$ cat config.mk
export PLATFORM = sky130hd
export DESIGN_NAME = usb_ctl_regs
export DESIGN_NICKNAME = d
export VERILOG_FILES = /design/src/rtl/usbctl_pkg.sv /design/src/rtl/usbctl_ctrl_reg.sv /design/src/rtl/usbctl_cfg_reg.sv /design/src/rtl/usbctl_wake_fsm.sv /design/src/rtl/usb_ctl_regs.sv
export SDC_FILE = /design/constraint.sdc
export NUM_CORES = 1
export LEC_CHECK = 0
export BUFFER_PORTS_ARGS = -buffer_cell sky130_fd_sc_hd__buf_2
export CAP_MARGIN = 20
export CORE_UTILIZATION = 38
export DETAILED_ROUTE_END_ITERATION = 12
export GPL_TIMING_DRIVEN = 0
export PLACE_DENSITY = 0.72
export SYNTH_ARGS = -nofsm -noshare
export SYNTH_HDL_FRONTEND = slang
export SYNTH_SLANG_ARGS = --single-unit
$ cat constraint.sdc
create_clock -name clk -period 1.5 [get_ports clk]
set_clock_uncertainty 0.1 [all_clocks]
set_input_delay 0.075 -clock clk [delete_from_list [all_inputs] [get_ports clk]]
set_output_delay 0.075 -clock clk [all_outputs]
set_load 0.01 [all_outputs]
$ cat src/rtl/usbctl_pkg.sv
package usbctl_pkg;
    localparam int ADDR_W = 5;
    localparam int DATA_W = 8;

    localparam logic [ADDR_W-1:0] ADDR_CTL = 5'h02;
    localparam logic [ADDR_W-1:0] ADDR_CFG = 5'h03;

    // control register bit positions
    localparam int B_OSCST = 7;
    localparam int B_VGATE = 6;
    localparam int B_SRST  = 5;
    localparam int B_PDN   = 4;
    localparam int B_CONN  = 3;
    localparam int B_RWAKE = 2;
    // configuration register bit position
    localparam int B_EN    = 0;

    localparam logic [DATA_W-1:0] CTL_RST_VAL  = 8'hB0;
    localparam logic [DATA_W-1:0] CTL_WR_MASK  = 8'hFC;
    localparam logic [DATA_W-1:0] CFG_RST_VAL  = 8'h00;
    localparam logic [DATA_W-1:0] CFG_WR_MASK  = 8'h01;

    typedef enum logic [1:0] {
        WK_RUN   = 2'd0,
        WK_SLEEP = 2'd1,
        WK_WAKE  = 2'd2
    } wake_state_t;
endpackage

$ cat src/rtl/usbctl_ctrl_reg.sv
module usbctl_ctrl_reg
    import usbctl_pkg::*;
#(
    parameter int W = DATA_W
) (
    input  logic         clk,
    input  logic         por_n,
    input  logic         wr_i,
    input  logic [W-1:0] wdata_i,
    output logic [W-1:0] value_o
);
    logic [W-1:0] ctl_q;
    logic [W-1:0] ctl_d;

    always_comb begin
        ctl_d = ctl_q;
        if (wr_i) begin
            ctl_d = wdata_i & CTL_WR_MASK;
        end
        // remote wake cannot survive while soft reset is requested
        if (ctl_d[B_SRST]) begin
            ctl_d[B_RWAKE] = 1'b0;
        end
    end

    // power-on reset only: soft reset leaves this register alone
    always_ff @(posedge clk or negedge por_n) begin
        if (!por_n) ctl_q <= CTL_RST_VAL;
        else        ctl_q <= ctl_d;
    end

    assign value_o = ctl_q;

    AST_RWAKE_NOT_IN_SRST: assert property (@(posedge clk) disable iff (!por_n)
        !(ctl_q[B_SRST] && ctl_q[B_RWAKE]));
    AST_CTL_HOLD: assert property (@(posedge clk) disable iff (!por_n)
        !wr_i |=> $stable(ctl_q));
endmodule

$ cat src/rtl/usbctl_cfg_reg.sv
module usbctl_cfg_reg
    import usbctl_pkg::*;
#(
    parameter int W = DATA_W
) (
    input  logic         clk,
    input  logic         por_n,
    input  logic         wr_i,
    input  logic [W-1:0] wdata_i,
    output logic [W-1:0] value_o
);
    logic [W-1:0] cfg_q;

    always_ff @(posedge clk or negedge por_n) begin
        if (!por_n)    cfg_q <= CFG_RST_VAL;
        else if (wr_i) cfg_q <= wdata_i & CFG_WR_MASK;
    end

    assign value_o = cfg_q;

    AST_CFG_HOLD: assert property (@(posedge clk) disable iff (!por_n)
        !wr_i |=> $stable(cfg_q));
    AST_CFG_RSVD: assert property (@(posedge clk) disable iff (!por_n)
        (cfg_q & ~CFG_WR_MASK) == '0);
endmodule

$ cat src/rtl/usbctl_wake_fsm.sv
module usbctl_wake_fsm
    import usbctl_pkg::*;
#(
    parameter int SYNC_STAGES = 2
) (
    input  logic clk,
    input  logic por_n,
    input  logic pdn_i,
    input  logic oscst_i,
    input  logic dp_raw_i,
    output logic osc_en_o
);
    logic [SYNC_STAGES-1:0] sync_q;
    logic                   dp_seen;
    wake_state_t            state_q;
    wake_state_t            state_d;

    generate
        if (SYNC_STAGES == 1) begin : g_sync1
            always_ff @(posedge clk or negedge por_n) begin
                if (!por_n) sync_q <= '0;
                else        sync_q <= dp_raw_i;
            end
        end else begin : g_syncn
            always_ff @(posedge clk or negedge por_n) begin
                if (!por_n) sync_q <= '0;
                else        sync_q <= {sync_q[SYNC_STAGES-2:0], dp_raw_i};
            end
        end
    endgenerate

    assign dp_seen = sync_q[SYNC_STAGES-1];

    // next-state logic
    always_comb begin
        state_d = state_q;
        unique case (state_q)
            WK_RUN:   if (pdn_i) state_d = WK_SLEEP;
            WK_SLEEP: begin
                if (!pdn_i)                   state_d = WK_RUN;
                else if (dp_seen && oscst_i)  state_d = WK_WAKE;
            end
            WK_WAKE:  if (!pdn_i) state_d = WK_RUN;
            default:  state_d = WK_SLEEP;
        endcase
    end

    // state register
    always_ff @(posedge clk or negedge por_n) begin
        if (!por_n) state_q <= WK_SLEEP;
        else        state_q <= state_d;
    end

    // outputs
    always_comb begin
        unique case (state_q)
            WK_RUN:   osc_en_o = 1'b1;
            WK_WAKE:  osc_en_o = 1'b1;
            WK_SLEEP: osc_en_o = 1'b0;
            default:  osc_en_o = 1'b0;
        endcase
    end

    AST_NO_WAKE_WITHOUT_OSCST: assert property (@(posedge clk) disable iff (!por_n)
        (state_q == WK_SLEEP && !oscst_i) |=> state_q != WK_WAKE);
    AST_RUN_WHEN_AWAKE: assert property (@(posedge clk) disable iff (!por_n)
        !pdn_i |=> state_q == WK_RUN);
    AST_WAKE_LATCHED: assert property (@(posedge clk) disable iff (!por_n)
        (state_q == WK_WAKE && pdn_i) |=> state_q == WK_WAKE);
    AST_LEGAL_STATE: assert property (@(posedge clk) disable iff (!por_n)
        state_q inside {WK_RUN, WK_SLEEP, WK_WAKE});
endmodule

$ cat src/rtl/usb_ctl_regs.sv
module usb_ctl_regs
    import usbctl_pkg::*;
#(
    parameter int AW          = ADDR_W,
    parameter int DW          = DATA_W,
    parameter int SYNC_STAGES = 2
) (
    input  logic          clk,
    input  logic          por_n,
    input  logic          bus_we,
    input  logic [AW-1:0] bus_addr,
    input  logic [DW-1:0] bus_wdata,
    output logic [DW-1:0] bus_rdata,
    input  logic          vbus_present,
    input  logic          dp_activity,
    output logic          pullup_req_o,
    output logic          core_rst_o,
    output logic          lowpow_req_o,
    output logic          rwake_req_o,
    output logic          osc_en_o,
    output logic          usb_en_o,
    output logic          traffic_en_o
);
    logic          hit_ctl;
    logic          hit_cfg;
    logic [DW-1:0] ctl_v;
    logic [DW-1:0] cfg_v;

    assign hit_ctl = (bus_addr == ADDR_CTL);
    assign hit_cfg = (bus_addr == ADDR_CFG);

    usbctl_ctrl_reg #(.W(DW)) u_ctl (
        .clk     (clk),
        .por_n   (por_n),
        .wr_i    (bus_we && hit_ctl),
        .wdata_i (bus_wdata),
        .value_o (ctl_v)
    );

    usbctl_cfg_reg #(.W(DW)) u_cfg (
        .clk     (clk),
        .por_n   (por_n),
        .wr_i    (bus_we && hit_cfg),
        .wdata_i (bus_wdata),
        .value_o (cfg_v)
    );

    usbctl_wake_fsm #(.SYNC_STAGES(SYNC_STAGES)) u_wake (
        .clk      (clk),
        .por_n    (por_n),
        .pdn_i    (ctl_v[B_PDN]),
        .oscst_i  (ctl_v[B_OSCST]),
        .dp_raw_i (dp_activity),
        .osc_en_o (osc_en_o)
    );

    always_comb begin
        if (hit_ctl)      bus_rdata = ctl_v;
        else if (hit_cfg) bus_rdata = cfg_v;
        else              bus_rdata = '0;
    end

    assign pullup_req_o = ctl_v[B_CONN] && (vbus_present || !ctl_v[B_VGATE]);
    assign core_rst_o   = ctl_v[B_SRST];
    assign lowpow_req_o = ctl_v[B_PDN];
    assign rwake_req_o  = ctl_v[B_RWAKE];
    assign usb_en_o     = cfg_v[B_EN];
    assign traffic_en_o = cfg_v[B_EN] && !ctl_v[B_SRST];

    AST_TRAFFIC_NEEDS_EN: assert property (@(posedge clk) disable iff (!por_n)
        traffic_en_o |-> (usb_en_o && !core_rst_o));
    AST_CTL_RSVD_ZERO: assert property (@(posedge clk) disable iff (!por_n)
        hit_ctl |-> bus_rdata[1:0] == 2'b00);
    AST_UNMAPPED_ZERO: assert property (@(posedge clk) disable iff (!por_n)
        (!hit_ctl && !hit_cfg) |-> bus_rdata == '0);
    AST_NO_PULLUP_NO_VBUS: assert property (@(posedge clk) disable iff (!por_n)
        (ctl_v[B_VGATE] && !vbus_present) |-> !pullup_req_o);
endmodule

# Word-level counts from Yosys, hierarchy flattened
# Index checks and enable logic that the tools add are counted.
dict set report word_totals {
  reg_bits 11
  inputBits 18
  output_inout_bits 15
}
dict set report op_classes {
  reduce_logical 12
  eq_ne 7
  mux 10
}
# operator n
set op_table {}
lappend op_table {{$eq 5x2->1 const B} 2}
lappend op_table {{$mux 2} 4}
lappend op_table {{$mux 8} 1}
lappend op_table {{$mux 6} 1}
lappend op_table {{$pmux 2 s3} 1}
lappend op_table {{$logic_and 1x1->1} 5}
lappend op_table {{$ne 2x2->1 const B} 2}
lappend op_table {{$mux 1} 3}
lappend op_table {{$ne 3x2->1 const B} 1}
lappend op_table {{$reduce_and 3->1} 1}
lappend op_table {{$eq 2x1->1 const B} 1}
lappend op_table {{$eq 2x2->1 const B} 1}
lappend op_table {{$logic_not 1->1} 2}
lappend op_table {{$logic_not 2->1} 1}
lappend op_table {{$reduce_bool 2->1} 1}
lappend op_table {{$reduce_or 2->1} 1}
lappend op_table {{$logic_or 1x1->1} 1}

# Longest topological paths before layout
# Gate-level depths: netlist of the first run.
dict set report logic_depth {
  ltp_word 4
  ltp_mapped 5
  ltp_nobuf 5
}

# Cells and area by module
# From an unflattened synthesis of the first run, not the netlist that was laid out.
dict set report hier_totals {
  cells_unflattened 69
  area_unflattened_um2 759.5
}
# module cells_each n_inst area_each_um2 seq_area_each_um2
set by_module_without_submodules {}
lappend by_module_without_submodules {usbctl_ctrl_reg 18 1 276.5 153.9}
lappend by_module_without_submodules {usbctl_wake_fsm 16 1 210.2 101.3}
lappend by_module_without_submodules {usb_ctl_regs 25 1 176.4 0.0}
lappend by_module_without_submodules {usbctl_cfg_reg 10 1 96.3 25.0}

# Worst setup path after synthesis of the first run
# Ideal clock, no wire load.
dict set report synth_timing {
  kind {reg2reg}
  start {reg u_wake.state_q[0]}
  end {reg u_wake.state_q[0]}
  synth_period_minus_slack_ns 1.406
  setup_time_ns 0.075
  path_buffers 0
  t_arrival_ns 1.231
  stages_incl_launch_ff 6
  slack_ns 0.094
  path_cell_list {dfstp_2 > inv_1 > ha_1 > nand2b_1 > o22ai_1 > mux2i_1}
}
dict set report synth_via {
  elab_chain_cells 3
  elab_cells_between_ends 8
  classes_between {5 x eq/ne; 1 x mux; 2 x reduce/logical}
}
# element line
set synth_rtl {}
lappend synth_rtl {{from (decl)} usbctl_wake_fsm.sv:15} ;# wake_state_t state_q;
lappend synth_rtl {{from (signal assigned)} usbctl_wake_fsm.sv:51} ;# else state_q <= state_d;
lappend synth_rtl {{$eq 2x1->1, or another cell as far along} usbctl_wake_fsm.sv:37} ;# unique case (state_q)
lappend synth_rtl {{$ne 3x2->1 (no source line) / $ne 2x2->1 (equally long branches)} --}
lappend synth_rtl {{$reduce_and 3->1 (no source line)} --}
# Several ways; a longest one is shown, not always the timed one.
# A chain may end at the register's enable or synchronous reset.

# Worst setup path after layout of the first run
dict set report layout_timing {
  start {reg u_wake.state_q[0]}
  end {out osc_en_o}
}
dict set report layout_via {
  elab_chain_cells 3
  elab_cells_between_ends 4
  classes_between {1 x eq/ne; 1 x mux; 2 x reduce/logical}
}
# element line
set layout_rtl {}
lappend layout_rtl {{$eq 2x2->1 / $logic_not 2->1 (equally long branches)} usbctl_wake_fsm.sv:56} ;# unique case (state_q)
lappend layout_rtl {{$reduce_or 2->1 (no source line) (*)} --}
lappend layout_rtl {{$mux 1 (*)} usbctl_wake_fsm.sv:56}
lappend layout_rtl {{to (decl)} usb_ctl_regs.sv:20} ;# output logic osc_en_o,
# Every way passes the cells marked *; elsewhere a longest branch is shown, timed or not.

==> out/qor.txt, run 1 <==
Status: finished, violations left
Failing checks: setup timing
Cells after synthesis: 52
Port-buffer cells: 30
Setup crit end kind: primary output
Vias per cell: 4.832
Leak: 0.4946 nW
Tmin final: 1.562 ns
Crit-path max cell delay: 0.56 ns
Die area: 1813 um2
Placed Instances: 98
Count of final hold-check violations: 0
Worst hold slack: 0.1065 ns
Total length of routed wires: 1.507 mm
Distinct cells, synth: 25
Critical Path Source Type: flop
FFs w/ async S/R, synth: 1.000
Critical path required time: 1.32 ns
Pwr/cell area: 1078 nW/um2
Synth Register Bits: 11
Share of post-route cells with drive strength above 1: 0.5979
Via count: 546
Crit-path max FO: 3
Worst Hold Class: in -> async
Fin. max-slew vios: 0
Arr. time, crit path: 1.39 ns
Critical path's slowest cell: dfstp_2
Unrepaired setup endpoints after global routing: true
Synth Flop Type: dfrtp_1
EDFF count, synth: 0
Largest net degree at the start of global routing: 12
RR Startpoint: u_wake.state_q[0]
Placement-stage cell area: 795.8 um2
Finished Cell Area: 983.4 um2
Clock-pin slew on the worst setup and hold paths: 0.07 ns
Root Driver: clkbuf_4
Finished Layout Cells: 113
Leading cell type in the layout, fill and taps excluded: buf_2
Place WS: -0.01945 ns
H-tree depth: 1
Final antenna-violating net count: 0
Max VDD drop: 0.6033 mV
Syn_nets: 73
CP Class: reg -> out
Setup ws final: -0.06193 ns
Crit path cell chain: inv_4, ha_4, or2_4, buf_6
Worst Reg-to-Reg Cells: 6
DRC viols: 0
R2R Path End: u_wake.state_q[0]
Synth top area share: 0.2800
Initial Utilization: 0.4105
Max frequency: 640.2 MHz
Router iterations before antenna repair: 4
Commonest cells after routing, fill and taps aside: 29 x buf_2, 9 x dlygate4sd3_1, 6 x and2_1, 6 x dfrtp_1, 5 x mux2_4
Worst Path Buf+Inv: 2
Top Ports: 33
Yosys Warn Count: 0
Max Cap Viol: 0
Core area: 1524 um2
Num CTS Buffers: 3
Std-Cell Rows: 14
WL/cell: 13.34 um
DIE WIDTH: 42.58 um
First-pass GRT wire length: 2.484 mm
CTS tree: done
Synth Area per Inst: 12.03 um2
Crit share post-route: 1.041
Clock Path Buffers: 2
Family with the most delay on the worst path: flip-flops
GRT Overall Usage: 0.1917
Layout area overhead: 57.20%
Setup-failing EPs final: 1
HPWL after DPL: 996.9 um
Fin nets: 119
# diodes: 0
Grt total ovfl: 0
Vias in the first global route: 584
Mapped Area: 625.6 um2
Die height: 42.58 um
Drt first-iter violations: 5
Final GP Congestion: 0.7957
Initial antenna violation count: 0
Clock tree sinks: 11
Worst skew pair latency: 0.26 ns
Synth area leader: dfrtp_1
Sequential fraction of the synthesis area: 0.4480
Synth area leaders: dfrtp_1 28%, dfstp_2 17%, mux2_4 12%
FF-to-FF setup slack: 0 ns
-- through the flow --
step | util | power, W | setup TNS, ns
after global routing | 0.6453 | 0.001134 | -0.1563
after global placement | 0.5222 | 0.0007057 | 0
after detailed placement | 0.5222 | 0.0007213 | -0.01945
after floorplan | - | 0.0006148 | 0
final | 0.6453 | 0.001060 | -0.06193
after CTS | 0.6445 | 0.001068 | -0.07240
-- power by group --
part / internal (W) / switching (W)
Clock: 0.0000985 / 0.000103
Combinational: 0.000255 / 0.000172
Sequential: 0.000374 / 0.0000582
-- sequential cells by signal, summed over array words and instances (netlist names) --
signal / count
u_cfg.value_o: 1
u_ctl.value_o: 6
u_wake.state_q: 2
u_wake.sync_q: 2
-- cell usage after synthesis, types with 2 or more instances --
master    number
dfrtp_1        7
mux2i_1        3
and2_1         6
mux2_4         5
ha_1           3
a21boi_0       2
inv_1          3
nand2b_1       3
dfstp_2        4
-- cells by family (layout without fill, tap and decap cells) --
| group | count (synthesis) | after routing | synth area share |
|---|---|---|---|
| buf+inv | 5 | 50 | 0.04800 |
| fa+ha+maj | 3 | 3 | 0.06001 |
| mux | 9 | 9 | 0.1860 |
| flops | 11 | 11 | 0.4480 |
| simple gates | 18 | 18 | 0.1960 |
| other cells | 1 | 1 | 0.005994 |
| compound gates | 5 | 5 | 0.05599 |
-- area by class of cell --
class,instances,area [um2]
clock inverter,1,5.005
sequential,11,281.5
fill,125,540.5
clock buffer,3,22.52
timing repair buffer,41,265.3
tap,16,20.02
inverter,3,13.76
multi-input combinational,36,356.6
buffer,2,18.77
-- layer usage --
layer | GRT usage | vias up | share of wire
li1 | - | 270 | -
met1 | 0.2198 | 255 | 0.40
met2 | 0.3354 | 19 | 0.55
met3 | 0.04741 | 2 | 0.040
met4 | 0.08125 | 0 | 0.0093
met5 | 0 | - | 0
-- worst max-delay path by stage --
stage | from | endpoint | slack (ns) | cells past startpoint
finish | u_wake.state_q[0] | osc_en_o | -0.06 | 4
global route | u_wake.state_q[0] | osc_en_o | -0.10 | 4
CTS | u_wake.state_q[0] | osc_en_o | -0.07 | 4
detailed placement | u_wake.state_q[0] | u_wake.state_q[0] | -0.02 | 5
global placement | u_wake.state_q[0] | u_wake.state_q[0] | 0.02 | 5
floorplan | u_wake.state_q[0] | u_wake.state_q[0] | 0.09 | 5
-- repair_timing --
action                                 4_1_cts  5_1_grt
gates resized for setup                     11        2
endpoints found under the hold margin       19        0
setup buffers                                2        0
pin swaps                                    2        1
cloned                                       0        0
setup endpoints to repair                    2        3
hold buffers                                 9        0
Note: power is estimated with default switching activity, not from simulation.
==> inputs of run 2 (changes only) <==
Settings changed: SKIP_CTS_REPAIR_TIMING set to 1.
==> run 2 against run 1 <==
The run still ends with setup timing left. Register-to-register slack improved by 0.05 ns. Utilization is 2.1 points lower. Non-clock buffer count fell by 2. Maximum frequency fell by 0.67%. Via count is 1.8% lower. Critical path type unchanged. Highest routed layer unchanged.
==> out/qor.txt, run 2 (synthesis gave the netlist of run 1 again) <==
Status: finished, violations left
Failing checks: setup timing
HPWL after DPL: 996.9 um
Max VDD drop: 0.6002 mV
Count of final hold-check violations: 0
Met1 Track Usage GR: 0.1676
Unrepaired setup endpoints after global routing: true
Die height: 42.58 um
Setup ws final: -0.07253 ns
Crit-path max cell delay: 0.56 ns
Critical path's slowest cell: dfstp_2
Vias in the first global route: 466
Critical Path Source Type: flop
Clock Path Buffers: 2
Vias per cell: 4.829
Router iterations before antenna repair: 3
Initial Utilization: 0.4105
Crit path cell chain: inv_4, ha_4, or2_4, buf_6
GRT met3 Usage: 0.04310
DIE WIDTH: 42.58 um
Area of the multi-input gates: 342.8 um2
Pwr/cell area: 1070 nW/um2
Largest net degree at the start of global routing: 12
Final GP Congestion: 0.7957
Leading cell type in the layout, fill and taps excluded: buf_2
Fin. max-slew vios: 0
Initial antenna violation count: 0
Share of post-route cells with drive strength above 1: 0.5789
Die area: 1813 um2
Worst Reg-to-Reg Cells: 5
Root Driver: clkbuf_4
CTS tree: done
GRT Overall Usage: 0.1503
Max frequency: 635.9 MHz
Drt first-iter violations: 9
Setup-failing EPs final: 1
Family with the most delay on the worst path: flip-flops
Crit-path max FO: 3
Critical path required time: 1.32 ns
H-tree depth: 1
Top Ports: 33
Grt met2 use: 0.2554
DRC viols: 0
Clock-pin slew on the worst setup and hold paths: 0.07 ns
Worst Path Buf+Inv: 2
Worst skew pair latency: 0.26 ns
Place WS: -0.01945 ns
Clock tree sinks: 11
Setup crit end kind: primary output
Crit path depth: 4
Fin nets: 117
Gr busiest metal: met2
First-pass GRT wire length: 1.959 mm
Register area: 281.5 um2
# diodes: 0
Max reg flops: 6
Placement-stage cell area: 795.8 um2
Grt total ovfl: 0
Std-Cell Rows: 14
Finished Cell Area: 950.9 um2
FF-to-FF setup slack: 0.05 ns
Via count: 536
Crit share post-route: 1.048
Commonest cells after routing, fill and taps aside: 29 x buf_2, 9 x dlygate4sd3_1, 6 x and2_1, 6 x dfrtp_1, 5 x mux2_4
Worst Hold Class: in -> async
Total length of routed wires: 1.487 mm
Leak: 0.4794 nW
Core area: 1524 um2
Arr. time, crit path: 1.40 ns
Max Cap Viol: 0
Filler cells: 126
Final antenna-violating net count: 0
Layout area overhead: 52.00%
Port-buffer cells: 30
Tmin final: 1.573 ns
Num CTS Buffers: 3
WL/cell: 13.40 um
CP Class: reg -> out
[run 2: worst register-to-register path, delay by kind of cell, from the launching register on]
family / cells / cell delay [ns]
flops: 1 / 0.56
mux: 1 / 0.21
fa+ha+maj: 1 / 0.17
simple gates: 1 / 0.14
compound gates: 1 / 0.14
buf+inv: 1 / 0.06
[run 2: path summary, 6_finish.rpt]
path / startpoint / to
max: u_wake.state_q[0] / osc_en_o
min: por_n / u_ctl.value_o[2]
max reg2reg: u_wake.state_q[0] / u_wake.state_q[0]
min reg2reg: u_wake.sync_q[0] / u_wake.sync_q[1]
max in group asynchronous: por_n / u_wake.state_q[0]
min in group clk: bus_addr[0] / u_cfg.value_o[0]
[run 2: final cells by class]
| type | count | area share |
|---|---|---|
| multi-input cells | 36 | 0.3605 |
| repair buffers | 39 | 0.2592 |
| plain buffers | 2 | 0.01974 |
| clock buffers | 3 | 0.02368 |
| well taps | 16 | 0.02105 |
| clock inverters | 1 | 0.005263 |
| inverters | 3 | 0.01447 |
| flip-flops and latches | 11 | 0.2961 |
[run 2: stage by stage]
step	utilization	instances	TNS, ns	hold slack (ns)	power, W
4_1_cts	0.5402	102	-0.2462	-0.4420	0.0009326
5_1_grt	0.6240	111	-0.1313	0.1193	0.001082
6_report	0.6240	111	-0.07253	0.1056	0.001018
3_3_place_gp	0.5222	98	0	-0.1460	0.0007057
3_5_place_dp	0.5222	98	-0.01945	-0.1427	0.0007213
2_1_floorplan	-	52	0	-0.3206	0.0006148
[run 2: layer usage]
metal  up-vias  wire, um
li1        264         -
met1       249       588
met2        21       821
met3         2        63
met4         0        14
met5         -         0
[run 2: power by group]
group / total, W / switching, W / internal, W
clock network: 0.000201 / 0.000102 / 0.0000985
registers: 0.000429 / 0.0000554 / 0.000374
logic: 0.000388 / 0.000161 / 0.000226
==> inputs of run 3 (changes only) <==
Settings changed: BUFFER_PORTS_ARGS -buffer_cell sky130_fd_sc_hd__buf_2 to not set, CORE_AREA set to 2 2 39 41, CORE_UTILIZATION 38 to not set, DIE_AREA set to 0 0 41 43, DONT_BUFFER_PORTS set to 1, PLACE_DENSITY 0.72 to not set.
==> run 3 against run 2 <==
The flow now finishes without violations. Wire length decreased by 27%. First-iteration DRC count decreased by 56%. Die area decreased by 2.7%. Setup slack improved by 0.11 ns. Global-route usage decreased by 1.9 points. Hold slack about the same. Critical path depth decreased by 1. Via count decreased by 15%. Flip-flop and latch count unchanged. Critical endpoint unchanged. Register-to-register slack improved by 0.06 ns.
==> out/qor.txt, run 3 (synthesis gave the netlist of run 1 again) <==
Top Ports: 33
Largest net degree at the start of global routing: 12
Clock-pin slew on the worst setup and hold paths: 0.06 ns
Vias in the first global route: 385
Critical path's slowest cell: dfstp_2
Combinational Power Share: 0.339
Fin nets: 92
Leading cell type in the layout, fill and taps excluded: dlygate4sd3_1
Layout area overhead: 35.00%
Drt first-iter violations: 4
Port-buffer cells: 0
Placement-stage cell area: 645.6 um2
Setup-failing EPs final: 0
CTS tree: done
Max Cap Viol: 0
Seq pwr share: 0.463
P_sw: 0.0002762 W
Clock Path Buffers: 2
Fin. max-slew vios: 0
Arr. time, crit path: 1.29 ns
Crit-path max FO: 3
Clock tree sinks: 11
CP Class: reg -> out
Critical Path Source Type: flop
Initial Utilization: 0.4521
Tmin final: 1.462 ns
Router iterations before antenna repair: 2
Num CTS Buffers: 3
Worst Hold Class: in -> async
Status: complete, no violations
Crit share post-route: 0.9747
Share of post-route cells with drive strength above 1: 0.3714
Total length of routed wires: 1.086 mm
Grt total ovfl: 0
Int Power: 0.0006682 W
Sw frac: 0.2925
Root Driver: clkbuf_4
DIE WIDTH: 41 um
Clock power share: 0.198
DRC viols: 0
Crit path cell chain: inv_2, ha_2, or2_4
Worst skew pair latency: 0.26 ns
Via count: 455
Final GP Congestion: 0.7206
Setup crit end kind: primary output
Vias per cell: 5.291
Max frequency: 684.0 MHz
WL/cell: 12.63 um
Max VDD drop: 0.6545 mV
Die height: 43 um
Max reg flops: 6
R2R Path End: u_wake.state_q[0]
Initial antenna violation count: 0
Critical path required time: 1.32 ns
Die area: 1763 um2
Leak: 0.3675 nW
Final antenna-violating net count: 0
Pwr/cell area: 1118 nW/um2
Core area: 1384 um2
Crit-path max cell delay: 0.54 ns
Count of final hold-check violations: 0
Unrepaired setup endpoints after global routing: true
H-tree depth: 1
GRT Overall Usage: 0.1310
# diodes: 0
Fin util: 0.6103
Worst Reg-to-Reg Cells: 5
Std-Cell Rows: 14
First-pass GRT wire length: 1.504 mm
FF-to-FF setup slack: 0.11 ns
Commonest cells after routing, fill and taps aside: 13 x dlygate4sd3_1, 7 x dfrtp_1, 6 x and2_1
RR Startpoint: u_wake.state_q[0]
Finished Cell Area: 844.6 um2
## run 3: power by group through the flow
stage          clock network (W)  registers (W)  logic [W]
3_5_place_dp                   0       0.000433   0.000222
6_report                0.000187       0.000437   0.000320
4_1_cts                 0.000199       0.000428   0.000222
3_3_place_gp                   0       0.000433   0.000216
2_1_floorplan                  0       0.000419   0.000196
5_1_grt                 0.000216       0.000450   0.000356
## run 3: per-layer routing
| metal | GRT usage | part of all wire |
|---|---|---|
| met5 | 0 | 0 |
| met4 | 0.1000 | 0.0074 |
| met3 | 0.04712 | 0.076 |
| met2 | 0.1844 | 0.52 |
| met1 | 0.1541 | 0.40 |
## run 3: how the worst max path moves through the flow
| stage | start | endpoint | slack [ns] | cells after the start |
|---|---|---|---|---|
| 2_1_floorplan | u_wake.state_q[0] | u_wake.state_q[0] | 0.09 | 5 |
| 3_3_place_gp | u_wake.state_q[0] | u_wake.state_q[0] | 0.02 | 5 |
| 3_5_place_dp | u_wake.state_q[0] | u_wake.state_q[0] | 0.01 | 5 |
| 4_1_cts | u_wake.state_q[0] | osc_en_o | -0.10 | 3 |
| 5_1_grt | u_wake.state_q[0] | osc_en_o | -0.01 | 3 |
| 6_report | u_wake.state_q[0] | osc_en_o | 0.04 | 3 |
## run 3: critical path: cells and delay by family, from the launching register on
| family | cells | cell delay, ns |
|---|---|---|
| flip-flops | 1 | 0.54 |
| buffers and inverters | 1 | 0.05 |
| AND/OR/NAND/NOR | 1 | 0.24 |
| adder cells (fa/ha/maj) | 1 | 0.20 |
## run 3: cell type report
class | count | area [um2]
buffer | 2 | 18.77
clock buffer | 4 | 26.28
fill | 116 | 539.3
inverter | 3 | 11.26
multi-input combinational | 36 | 350.3
sequential | 11 | 280.3
tap | 16 | 20.02
timing repair buffer | 14 | 137.6
## run 3: per-stage QoR
step                instances  hold slack [ns]  setup WS (ns)  TNS [ns]  power (W)
CTS                        72          -0.6042        -0.1024   -0.1038  0.0008485
global placement           68          -0.3204        0.02202         0  0.0006487
detailed placement         68          -0.3203        0.01346         0  0.0006547
finish                     86           0.1057        0.03802         0  0.0009444
global route               86           0.1454       -0.01204  -0.01385   0.001021
floorplan                  52          -0.3206        0.09439         0  0.0006148
